--- config.mk ---
export PLATFORM = sky130hd
export DESIGN_NAME = uart_dma_ready
export DESIGN_NICKNAME = d
export VERILOG_FILES = /design/src/rtl/uart_dma_pkg.sv /design/src/rtl/uart_dma_mode.sv /design/src/rtl/uart_dma_rx_req.sv /design/src/rtl/uart_dma_tx_req.sv /design/src/rtl/uart_dma_ready.sv
export SDC_FILE = /design/constraint.sdc
export NUM_CORES = 1
export LEC_CHECK = 0
export CAP_MARGIN = 10
export CORE_AREA = 3 3 40 42
export CTS_BUF_LIST = sky130_fd_sc_hd__clkbuf_8 sky130_fd_sc_hd__clkbuf_16
export CTS_CLUSTER_DIAMETER = 50
export CTS_CLUSTER_SIZE = 20
export DETAILED_ROUTE_END_ITERATION = 6
export DIE_AREA = 0 0 43 45
export GPL_TIMING_DRIVEN = 0
export PLACE_DENSITY_LB_ADDON = 0.15
export SLEW_MARGIN = 20
export SYNTH_ARGS = -nofsm -noshare
export SYNTH_HDL_FRONTEND = slang
export SYNTH_SLANG_ARGS = --single-unit
--- constraint.sdc ---
create_clock -name clk -period 1.2 [get_ports clk]
set_input_delay 0.24 -clock clk [delete_from_list [all_inputs] [get_ports clk]]
set_output_delay 0.24 -clock clk [all_outputs]
set_load 0.005 [all_outputs]
--- src/rtl/uart_dma_pkg.sv ---
package uart_dma_pkg;
  typedef enum logic {
    DMA_SINGLE = 1'b0,
    DMA_BURST  = 1'b1
  } dma_mode_e;
endpackage

--- src/rtl/uart_dma_mode.sv ---
module uart_dma_mode
  import uart_dma_pkg::*;
(
  input  logic      clk,
  input  logic      rst,
  input  logic      fifo_en,
  input  logic      dma_burst_sel,
  output dma_mode_e mode,
  output logic      mode_chg
);
  dma_mode_e mode_q;

  // Burst mode needs the FIFOs; compatibility mode forces single transfer.
  always_comb begin
    mode = DMA_SINGLE;
    if (fifo_en && dma_burst_sel) mode = DMA_BURST;
  end

  always_ff @(posedge clk) begin
    if (rst) mode_q <= DMA_SINGLE;
    else     mode_q <= mode;
  end

  assign mode_chg = (mode != mode_q);

  p_compat_single_r1: assert property (@(posedge clk) disable iff (rst)
    !fifo_en |-> (mode == DMA_SINGLE));
endmodule

--- src/rtl/uart_dma_rx_req.sv ---
module uart_dma_rx_req
  import uart_dma_pkg::*;
#(
  parameter int CW = 6
) (
  input  logic          clk,
  input  logic          rst,
  input  dma_mode_e     mode,
  input  logic          mode_chg,
  input  logic [CW-1:0] rx_level,
  input  logic          rx_trig_hit,
  input  logic          rx_idle_tmo,
  output logic          rx_rdy_n
);
  logic latch_q, latch_d, has_data, rdy_n_d;

  assign has_data = (rx_level != '0);

  always_comb begin
    latch_d = latch_q && !mode_chg;
    if (rx_trig_hit || rx_idle_tmo) latch_d = 1'b1;
    if (!has_data)                  latch_d = 1'b0;
    rdy_n_d = (mode == DMA_BURST) ? !latch_d : !has_data;
  end

  always_ff @(posedge clk) begin
    if (rst) begin
      latch_q  <= 1'b0;
      rx_rdy_n <= 1'b1;
    end else begin
      latch_q  <= latch_d;
      rx_rdy_n <= rdy_n_d;
    end
  end

  p_rx_single_r3: assert property (@(posedge clk) disable iff (rst)
    (mode == DMA_SINGLE && rx_level != '0) |=> !rx_rdy_n);
  p_rx_burst_set_r4: assert property (@(posedge clk) disable iff (rst)
    (mode == DMA_BURST && (rx_trig_hit || rx_idle_tmo) && rx_level != '0) |=> !rx_rdy_n);
  p_rx_burst_empty_r5: assert property (@(posedge clk) disable iff (rst)
    (mode == DMA_BURST && rx_level == '0) |=> rx_rdy_n);
endmodule

--- src/rtl/uart_dma_tx_req.sv ---
module uart_dma_tx_req
  import uart_dma_pkg::*;
#(
  parameter int DEPTH = 32,
  parameter int CW    = 6
) (
  input  logic          clk,
  input  logic          rst,
  input  dma_mode_e     mode,
  input  logic          mode_chg,
  input  logic [CW-1:0] tx_level,
  output logic          tx_rdy_n
);
  localparam logic [CW-1:0] FULL = CW'(DEPTH);

  logic latch_q, latch_d, empty, full, rdy_n_d;

  assign empty = (tx_level == '0);
  assign full  = (tx_level >= FULL);

  always_comb begin
    latch_d = latch_q && !mode_chg;
    if (empty) latch_d = 1'b1;
    if (full)  latch_d = 1'b0;
    rdy_n_d = (mode == DMA_BURST) ? !latch_d : !empty;
  end

  always_ff @(posedge clk) begin
    if (rst) begin
      latch_q  <= 1'b0;
      tx_rdy_n <= 1'b1;
    end else begin
      latch_q  <= latch_d;
      tx_rdy_n <= rdy_n_d;
    end
  end

  p_tx_single_r6: assert property (@(posedge clk) disable iff (rst)
    (mode == DMA_SINGLE && tx_level != '0) |=> tx_rdy_n);
  p_tx_burst_full_r7: assert property (@(posedge clk) disable iff (rst)
    (mode == DMA_BURST && tx_level == FULL) |=> tx_rdy_n);
  p_tx_burst_empty_r7: assert property (@(posedge clk) disable iff (rst)
    (mode == DMA_BURST && tx_level == '0) |=> !tx_rdy_n);
  p_tx_empty_any_r10: assert property (@(posedge clk) disable iff (rst)
    (tx_level == '0) |=> !tx_rdy_n);
endmodule

--- src/rtl/uart_dma_ready.sv ---
module uart_dma_ready
  import uart_dma_pkg::*;
#(
  parameter int DEPTH = 32,
  localparam int CW   = $clog2(DEPTH + 1)
) (
  input  logic          clk,
  input  logic          rst,
  input  logic          fifo_en,
  input  logic          dma_burst_sel,
  input  logic [CW-1:0] rx_level,
  input  logic          rx_trig_hit,
  input  logic          rx_idle_tmo,
  input  logic [CW-1:0] tx_level,
  output logic          rx_rdy_n,
  output logic          tx_rdy_n
);
  dma_mode_e mode;
  logic      mode_chg;

  uart_dma_mode u_mode (
    .clk(clk), .rst(rst), .fifo_en(fifo_en), .dma_burst_sel(dma_burst_sel),
    .mode(mode), .mode_chg(mode_chg)
  );

  uart_dma_rx_req #(.CW(CW)) u_rx (
    .clk(clk), .rst(rst), .mode(mode), .mode_chg(mode_chg),
    .rx_level(rx_level), .rx_trig_hit(rx_trig_hit), .rx_idle_tmo(rx_idle_tmo),
    .rx_rdy_n(rx_rdy_n)
  );

  uart_dma_tx_req #(.DEPTH(DEPTH), .CW(CW)) u_tx (
    .clk(clk), .rst(rst), .mode(mode), .mode_chg(mode_chg),
    .tx_level(tx_level), .tx_rdy_n(tx_rdy_n)
  );

  p_reset_idle_r2: assert property (@(posedge clk)
    rst |=> (rx_rdy_n && tx_rdy_n));
endmodule

Yosys cells after proc, flatten, opt, wreduce, memory -nomap -nowiden:

Index checks and enable logic that the tools add are counted.

* bits in registers: 5
* bits in latches: 0
* bits in writable memories: 0
* bits in read-only memories: 0
* input port bits: 18
* output and inout bits: 2
* logic and storage cells: 25
* memories kept: 0

* $add $sub $neg: 0
* multiply operators: 0
* divide/modulo/power cells: 0
* order comparisons: 1
* equality and inequality tests: 1
* shift-type cells: 0
* mux-type cells: 7
* bitwise gates (word level): 0
* reduce and logical (&&, ||, !) cells: 11

Operators with widths (number)
* $mux 1: 7
* $ge 6x6->1 const B: 1
* $logic_not 6->1: 1
* $reduce_bool 6->1: 1
* $logic_not 1->1: 5
* $logic_and 1x1->1: 3
* $logic_or 1x1->1: 1
* $ne 1x1->1: 1

Longest topological paths before layout:

Gate-level depths: netlist (run 1).

* depth in word-level cells: 9
* mapped depth: 3
* depth with buffers taken out: 3

Cells and area by module:

From an unflattened synthesis (run 1), not the netlist that was laid out.

* cells, all modules: 22
* area total of the unflattened synthesis: 246.5 µm²

Modules (own cells, without submodules)
* uart_dma_tx_req: times used 1, cells an instance 8, area each 113.9 µm², sequential area each 40.0 µm²
* uart_dma_rx_req: times used 1, cells an instance 9, area each 82.6 µm², sequential area each 40.0 µm²
* uart_dma_mode: times used 1, cells an instance 5, area each 50.0 µm², sequential area each 20.0 µm²

Worst setup path before layout (run 1):

Ideal clock, no wire load.

* kind: input port to flip-flop
* start: input port tx_level[3]
* end: register u_tx.tx_rdy_n
* setup time: 0.122 ns
* arrival time: 0.865 ns
* required time: 1.078 ns
* path slack: 0.213 ns
* stages on the path: 3
* path buffers: 0
* path through: nor4_2 > nand2_1 > a221o_1

* cells in the longest elaborated chain, start to end: 5
* elaborated cells on any way between the ends: 7
* classes of those cells: order compare (1); mux (3); reduce/logical (3)

Ends and longest elaborated chain
* from (decl): line uart_dma_ready.sv:14 `input logic [CW-1:0] tx_level,`
* parallel branches: the longest is 4 deep, another holds $ge 6x6->1
* $mux 1 (*): line uart_dma_tx_req.sv:25 `rdy_n_d = (mode == DMA_BURST) ? !latch_d : !empty;`
* to (signal assigned): line uart_dma_tx_req.sv:34 `tx_rdy_n <= rdy_n_d;`
* to (decl): line uart_dma_tx_req.sv:12 `output logic tx_rdy_n`

Mark *: on every way between the ends.
A chain may end at the register's enable or synchronous reset.

Final worst setup path (run 1):

* start: input port tx_level[4]
* end: register u_tx.tx_rdy_n

The elaborated chain is that of the path after synthesis.

==> results of run 1 <==
==> power groups by stage <==
stage                     Sequential (W)  Combinational (W)  Clock (W)
final                           0.000178          0.0000797   0.000304
after global routing            0.000179          0.0000867   0.000323
after CTS                       0.000178          0.0000813   0.000312
after detailed placement        0.000180          0.0000849          0
after global placement          0.000180          0.0000828          0
after floorplan                 0.000180          0.0000156          0
==> worst min-delay path by stage <==
| stage | startpoint | to | slack, ns | cells after the start |
|---|---|---|---|---|
| after floorplan | tx_level[5] | u_tx.latch_q | 0.31 | 1 |
| after global placement | u_tx.latch_q | u_tx.latch_q | 0.51 | 2 |
| after detailed placement | u_tx.latch_q | u_tx.latch_q | 0.52 | 2 |
| after CTS | fifo_en | u_mode.mode_q | 0.47 | 3 |
| after global routing | tx_level[3] | u_tx.latch_q | 0.41 | 4 |
| final | tx_level[3] | u_tx.latch_q | 0.38 | 4 |
==> registers in the layout, summed over array words and instances, names as in the netlist <==
signal	cells
u_rx.rx_rdy_n	1
u_tx.latch_q	1
u_tx.tx_rdy_n	1
u_rx.latch_q	1
u_mode.mode_q	1
==> stage by stage <==
step                util (%)  setup TNS, ns  setup WS, ns  std cells
finish                  36.8              0        0.0496         62
global route            36.8              0        0.0194         62
CTS                     36.6              0       0.00960         62
detailed placement      33.4         -0.619        -0.266         58
global placement        33.4         -0.537        -0.235         58
floorplan                  -              0         0.213         24
==> worst max-delay path: stages <==
cell and delay, ns:
clkdlybuf4s50_1 0.42, nor4_2 0.21, nand2_1 0.10, a221o_1 0.29
==> synth_stat cells, drive strengths merged <==
cell    number  share of area (%)
o21ai        2                4.5
nor2         3                5.1
and2         1                2.8
nand3b       1                3.4
nand2        2                3.4
nor4         2                8.5
a211o        1                4.0
o31a         1                4.0
nand4        1                2.8
nand2b       1                2.8
a311oi       1                4.0
a221o        1                4.5
dfxtp        5                 45
nand3        1                2.3
a21oi        1                2.3
==> layer usage <==
metal | part of all wire [%] | GRT usage (%) | routed length, um | up-vias
met4 | 4.1 | 9.04 | 27 | 0
li1 | - | - | - | 138
met3 | 15 | 5.58 | 97 | 3
met2 | 49 | 12.9 | 327 | 17
met1 | 32 | 6.51 | 211 | 117
met5 | 0 | 0 | 0 | -
==> kinds of logic after synthesis <==
logic type | Yosys count | share of synthesized area [%]
compound gates | 7 | 23.3
simple gates | 12 | 31.3
flops | 5 | 45.5
==> timing repair <==
action,in CTS,in global routing
gates cloned,0,0
resized for setup,6,1
setup endpoints to repair,3,1
pin swaps,3,2
==> cell type report <==
| cell class | instances | area, um2 | area share (%) |
|---|---|---|---|
| well taps | 15 | 18.8 | 3.97 |
| clock buffers | 3 | 41.3 | 8.73 |
| multi-input cells | 19 | 123 | 25.9 |
| repair buffers | 19 | 186 | 39.4 |
| flip-flops and latches | 5 | 100 | 21.2 |
| clock inverters | 1 | 3.75 | 0.794 |
==> results.toml, run 1 <==
[cells_and_area]
layout_commonest_cell = "clkdlybuf4s50_1"
final_cell_mix = "13 x clkdlybuf4s50_1, 5 x dlygate4sd2_1, 5 x dfxtp_1, 3 x nor2_1, 3 x clkbuf_8"
fillers = 139
area_growth_pct = 115
drive_gt1_share_pct = 10.6
num_antenna_cells = 0
nNetsFinal = 66
fin_area_um2 = 473

[detailed_routing]
wire_per_inst_um = 10.7
vias_per_cell = 4.44
wl_um = 663
num_vias = 275
ant_nets = 0
route.detailed.drc = 0
drt_iter0_markers = 1
dr.pass1.iters = 2

[power]
max-vdd-ir-drop_v = 0.000423
switchingPower_w = 0.000111
p_clk_share_pct = 54.1
p_comb_share_pct = 14.2
seqPwrFrac_pct = 31.7
p_total_w = 0.000562
intPower_w = 0.000450
p_leak_nw = 0.186
power.density_nw_per_um2 = 1190
netSwitchingFraction_pct = 19.8

[logic_synthesis]
syn_area_per_cell_um2 = 9.18
yosys.cell_types.count = 16
ys_seq_area_share_pct = 45.5
syn_inst = 24
ys_warn_count = 0
ys_ff_latch = 5
netlist_area_um2 = 220
syn_nets = 42

[setup_path]
arrival_ns = 1.26
r2r_start = "u_mode.mode_q"
rr_endpoint = "u_tx.tx_rdy_n"
worst-path-max-fanout = 2
r2r_slack_ns = 0.29
worst_setup_path_start_kind = "input port"
crit_type = "in2reg"
cp-end-kind = "register"
endpoint = "u_tx.tx_rdy_n"
required_ns = 1.31
rr_worst_depth = 2
crit_start = "tx_level[4]"

[clock_tree]
hold_buffers = 0
cts_htree_levels = 1
clk_path_buf_depth = 2
postCtsSetupRepairBufs = 0
clk_pin_slew_ns = 0.03
root_buffer = "clkbuf_8"
clock_latency_ns = 0.22
cts_tree = "yes"
numClockSinks = 5
cts_buffers = 3

[global_route]
overflow = 0
grt_pass1_vias = 283
grt_usage_pct = 8.24
antenna_found_initial = 0
grt_max_degree = 6
grt_pass1_wl_mm = 1.06

[place]
placed_cell_area_um2 = 429
gp_congestion = 0.679
portBuffers = 19
hpwlAfterDp_um = 548

[floorplan]
ioPinCount = 20
core_area_um2 = 1280
row_count = 13
dieHeight_um = 45
die_area_um2 = 1940
die_x_um = 43
initial_utilization_pct = 17.1

[sta]
rsz0062_at_grt = "no"
worst_pin_slew_ns = 0.234
hold_viol = 0
min_period_ns = 1.15
finalMaxSlewViolations = 0
fin_crit_sh_pct = 95.9
fin_skew_ns = 0.000903
fmax_mhz = 869
setup_violations = 0
holdWs_ns = 0.376
slew_headroom_pct = 84.3

[flow_run]
drv_cap = 0

[min_path]
holdCritPathClass = "in2reg"

[run_status]
status = "finished, final reports clean"
Power figures use the tool's default switching activity.
==> run 2, diff against run 1 <==
--- a/config.mk
+++ b/config.mk
@@ -6,12 +6,13 @@
 export NUM_CORES = 1
 export LEC_CHECK = 0
 export CAP_MARGIN = 10
-export CORE_AREA = 3 3 40 42
+export CORE_AREA = 5 5 42 44
 export CTS_BUF_LIST = sky130_fd_sc_hd__clkbuf_8 sky130_fd_sc_hd__clkbuf_16
 export CTS_CLUSTER_DIAMETER = 50
 export CTS_CLUSTER_SIZE = 20
 export DETAILED_ROUTE_END_ITERATION = 6
-export DIE_AREA = 0 0 43 45
+export DIE_AREA = 0 0 47 49
+export DONT_BUFFER_PORTS = 1
 export GPL_TIMING_DRIVEN = 0
 export PLACE_DENSITY_LB_ADDON = 0.15
 export SLEW_MARGIN = 20
==> results.toml, run 2 (same netlist as run 1, synthesis figures left out) <==
[floorplan]
dieHeight_um = 49
die_x_um = 47
row_count = 14
core_area_um2 = 1400
initial_utilization_pct = 15.7
die_area_um2 = 2300
ioPinCount = 20

[cells_and_area]
area.sequential_um2 = 100
multiInputGateArea_um2 = 120
fillers = 155
nNetsFinal = 47
final_cell_mix = "5 x dfxtp_1, 3 x nor2_1, 3 x clkbuf_8, 2 x nand2_1, 2 x o21ai_0"
drive_gt1_share_pct = 14.3
area_growth_pct = 29.5
layout_commonest_cell = "dfxtp_1"
final_util_pct = 20.4
num_antenna_cells = 0

[setup_path]
worst_setup_path_start_kind = "register"
r2r_slack_ns = 0.29
slowest_delay_ns = 0.38
rr_worst_depth = 3
required_ns = 1.31
worst-path-max-fanout = 5
crit_type = "reg2reg"
arrival_ns = 1.01
cp-end-kind = "register"
cpMaxStageDelayCell = "dfxtp_1"
rr_endpoint = "u_rx.latch_q"
crit_start = "u_mode.mode_q"
cp_cell_sequence = "nand2b_1 -> o21ai_0 -> o31a_1"
endpoint = "u_rx.latch_q"
r2r_start = "u_mode.mode_q"

[global_route]
grt_max_degree = 6
grt_use_met2_pct = 8.14
grt_pass1_vias = 227
grt_usage_pct = 5.85
overflow = 0
use_met3_pct = 6.64
grt_most_used_layer = "met2"
met1_usage_pct = 4.41
grt_pass1_wl_um = 876
antenna_found_initial = 0

[min_path]
holdCritPathClass = "in2reg"

[detailed_routing]
wl_um = 585
ant_nets = 0
route.detailed.drc = 0
drt_iter0_markers = 0
num_vias = 209
dr.pass1.iters = 1
vias_per_cell = 4.75
wire_per_inst_um = 13.3

[clock_tree]
numClockSinks = 5
clk_path_buf_depth = 2
root_buffer = "clkbuf_8"
hold_buffers = 0
clock_latency_ns = 0.22
postCtsSetupRepairBufs = 0
cts_buffers = 3
clk_pin_slew_ns = 0.04
cts_tree = "yes"
cts_htree_levels = 1
post_cts_resized = 0

[sta]
fin_skew_ns = 0.000961
slew_headroom_pct = 80.9
fmax_mhz = 1100
min_period_ns = 0.909
setup_violations = 0
rsz0062_at_grt = "no"
final.setup.tns_ns = 0
hold_viol = 0
fin_crit_sh_pct = 75.7
holdWs_ns = 0.0862
finalMaxSlewViolations = 0
worst_pin_slew_ns = 0.283

[run_status]
status = "finished, final reports clean"

[power]
p_clk_share_pct = 60.9
p_comb_share_pct = 3.6
seqPwrFrac_pct = 35.5
power.density_nw_per_um2 = 1760
intPower_w = 0.000404
netSwitchingFraction_pct = 19.8
max-vdd-ir-drop_v = 0.000496
p_leak_nw = 0.0969
switchingPower_w = 0.0000997

[place]
hpwlAfterDp_um = 488
portBuffers = 0
gp_congestion = 0.630

[flow_run]
drv_cap = 0
[run 2: through the flow]
stage	std cells	setup WS (ns)	total power [W]	instance area [um2]
after detailed placement	40	0.176	0.000200	240
after global placement	40	0.174	0.000199	240
after global routing	44	0.244	0.000530	285
after floorplan	24	0.213	0.000195	220
final	44	0.291	0.000503	285
after CTS	44	0.287	0.000514	285
[run 2: critical path: cells and delay by family, from the launching register on]
family          cells  cell delay, ns
compound gates      2            0.29
flops               1            0.38
simple gates        1            0.12
[run 2: power groups by stage]
stage / registers [W] / logic [W] / clock network, W
after floorplan: 0.000180 / 0.0000156 / 0
after global placement: 0.000181 / 0.0000179 / 0
after detailed placement: 0.000181 / 0.0000187 / 0
after CTS: 0.000179 / 0.0000186 / 0.000316
after global routing: 0.000179 / 0.0000203 / 0.000331
final: 0.000179 / 0.0000181 / 0.000307
[run 2: how the worst min path moves through the flow]
stage,start,endpoint,slack [ns],cells past startpoint
6_report,rst,u_mode.mode_q,0.09,1
5_1_grt,rst,u_mode.mode_q,0.08,1
4_1_cts,tx_level[5],u_tx.latch_q,0.08,1
3_5_place_dp,rst,u_mode.mode_q,0.32,1
3_3_place_gp,tx_level[5],u_tx.latch_q,0.32,1
2_1_floorplan,tx_level[5],u_tx.latch_q,0.31,1
[run 2: layer usage]
metal | vias up | routed length [um]
li1 | 101 | -
met1 | 91 | 183
met2 | 15 | 287
met3 | 2 | 105
met4 | 0 | 8
met5 | - | 0
[run 2: cell type report]
class	instances	share of cell area, %
tap	16	7.02
clock inverter	1	1.32
sequential	5	35.1
multi-input combinational	19	42.1
clock buffer	3	14.5
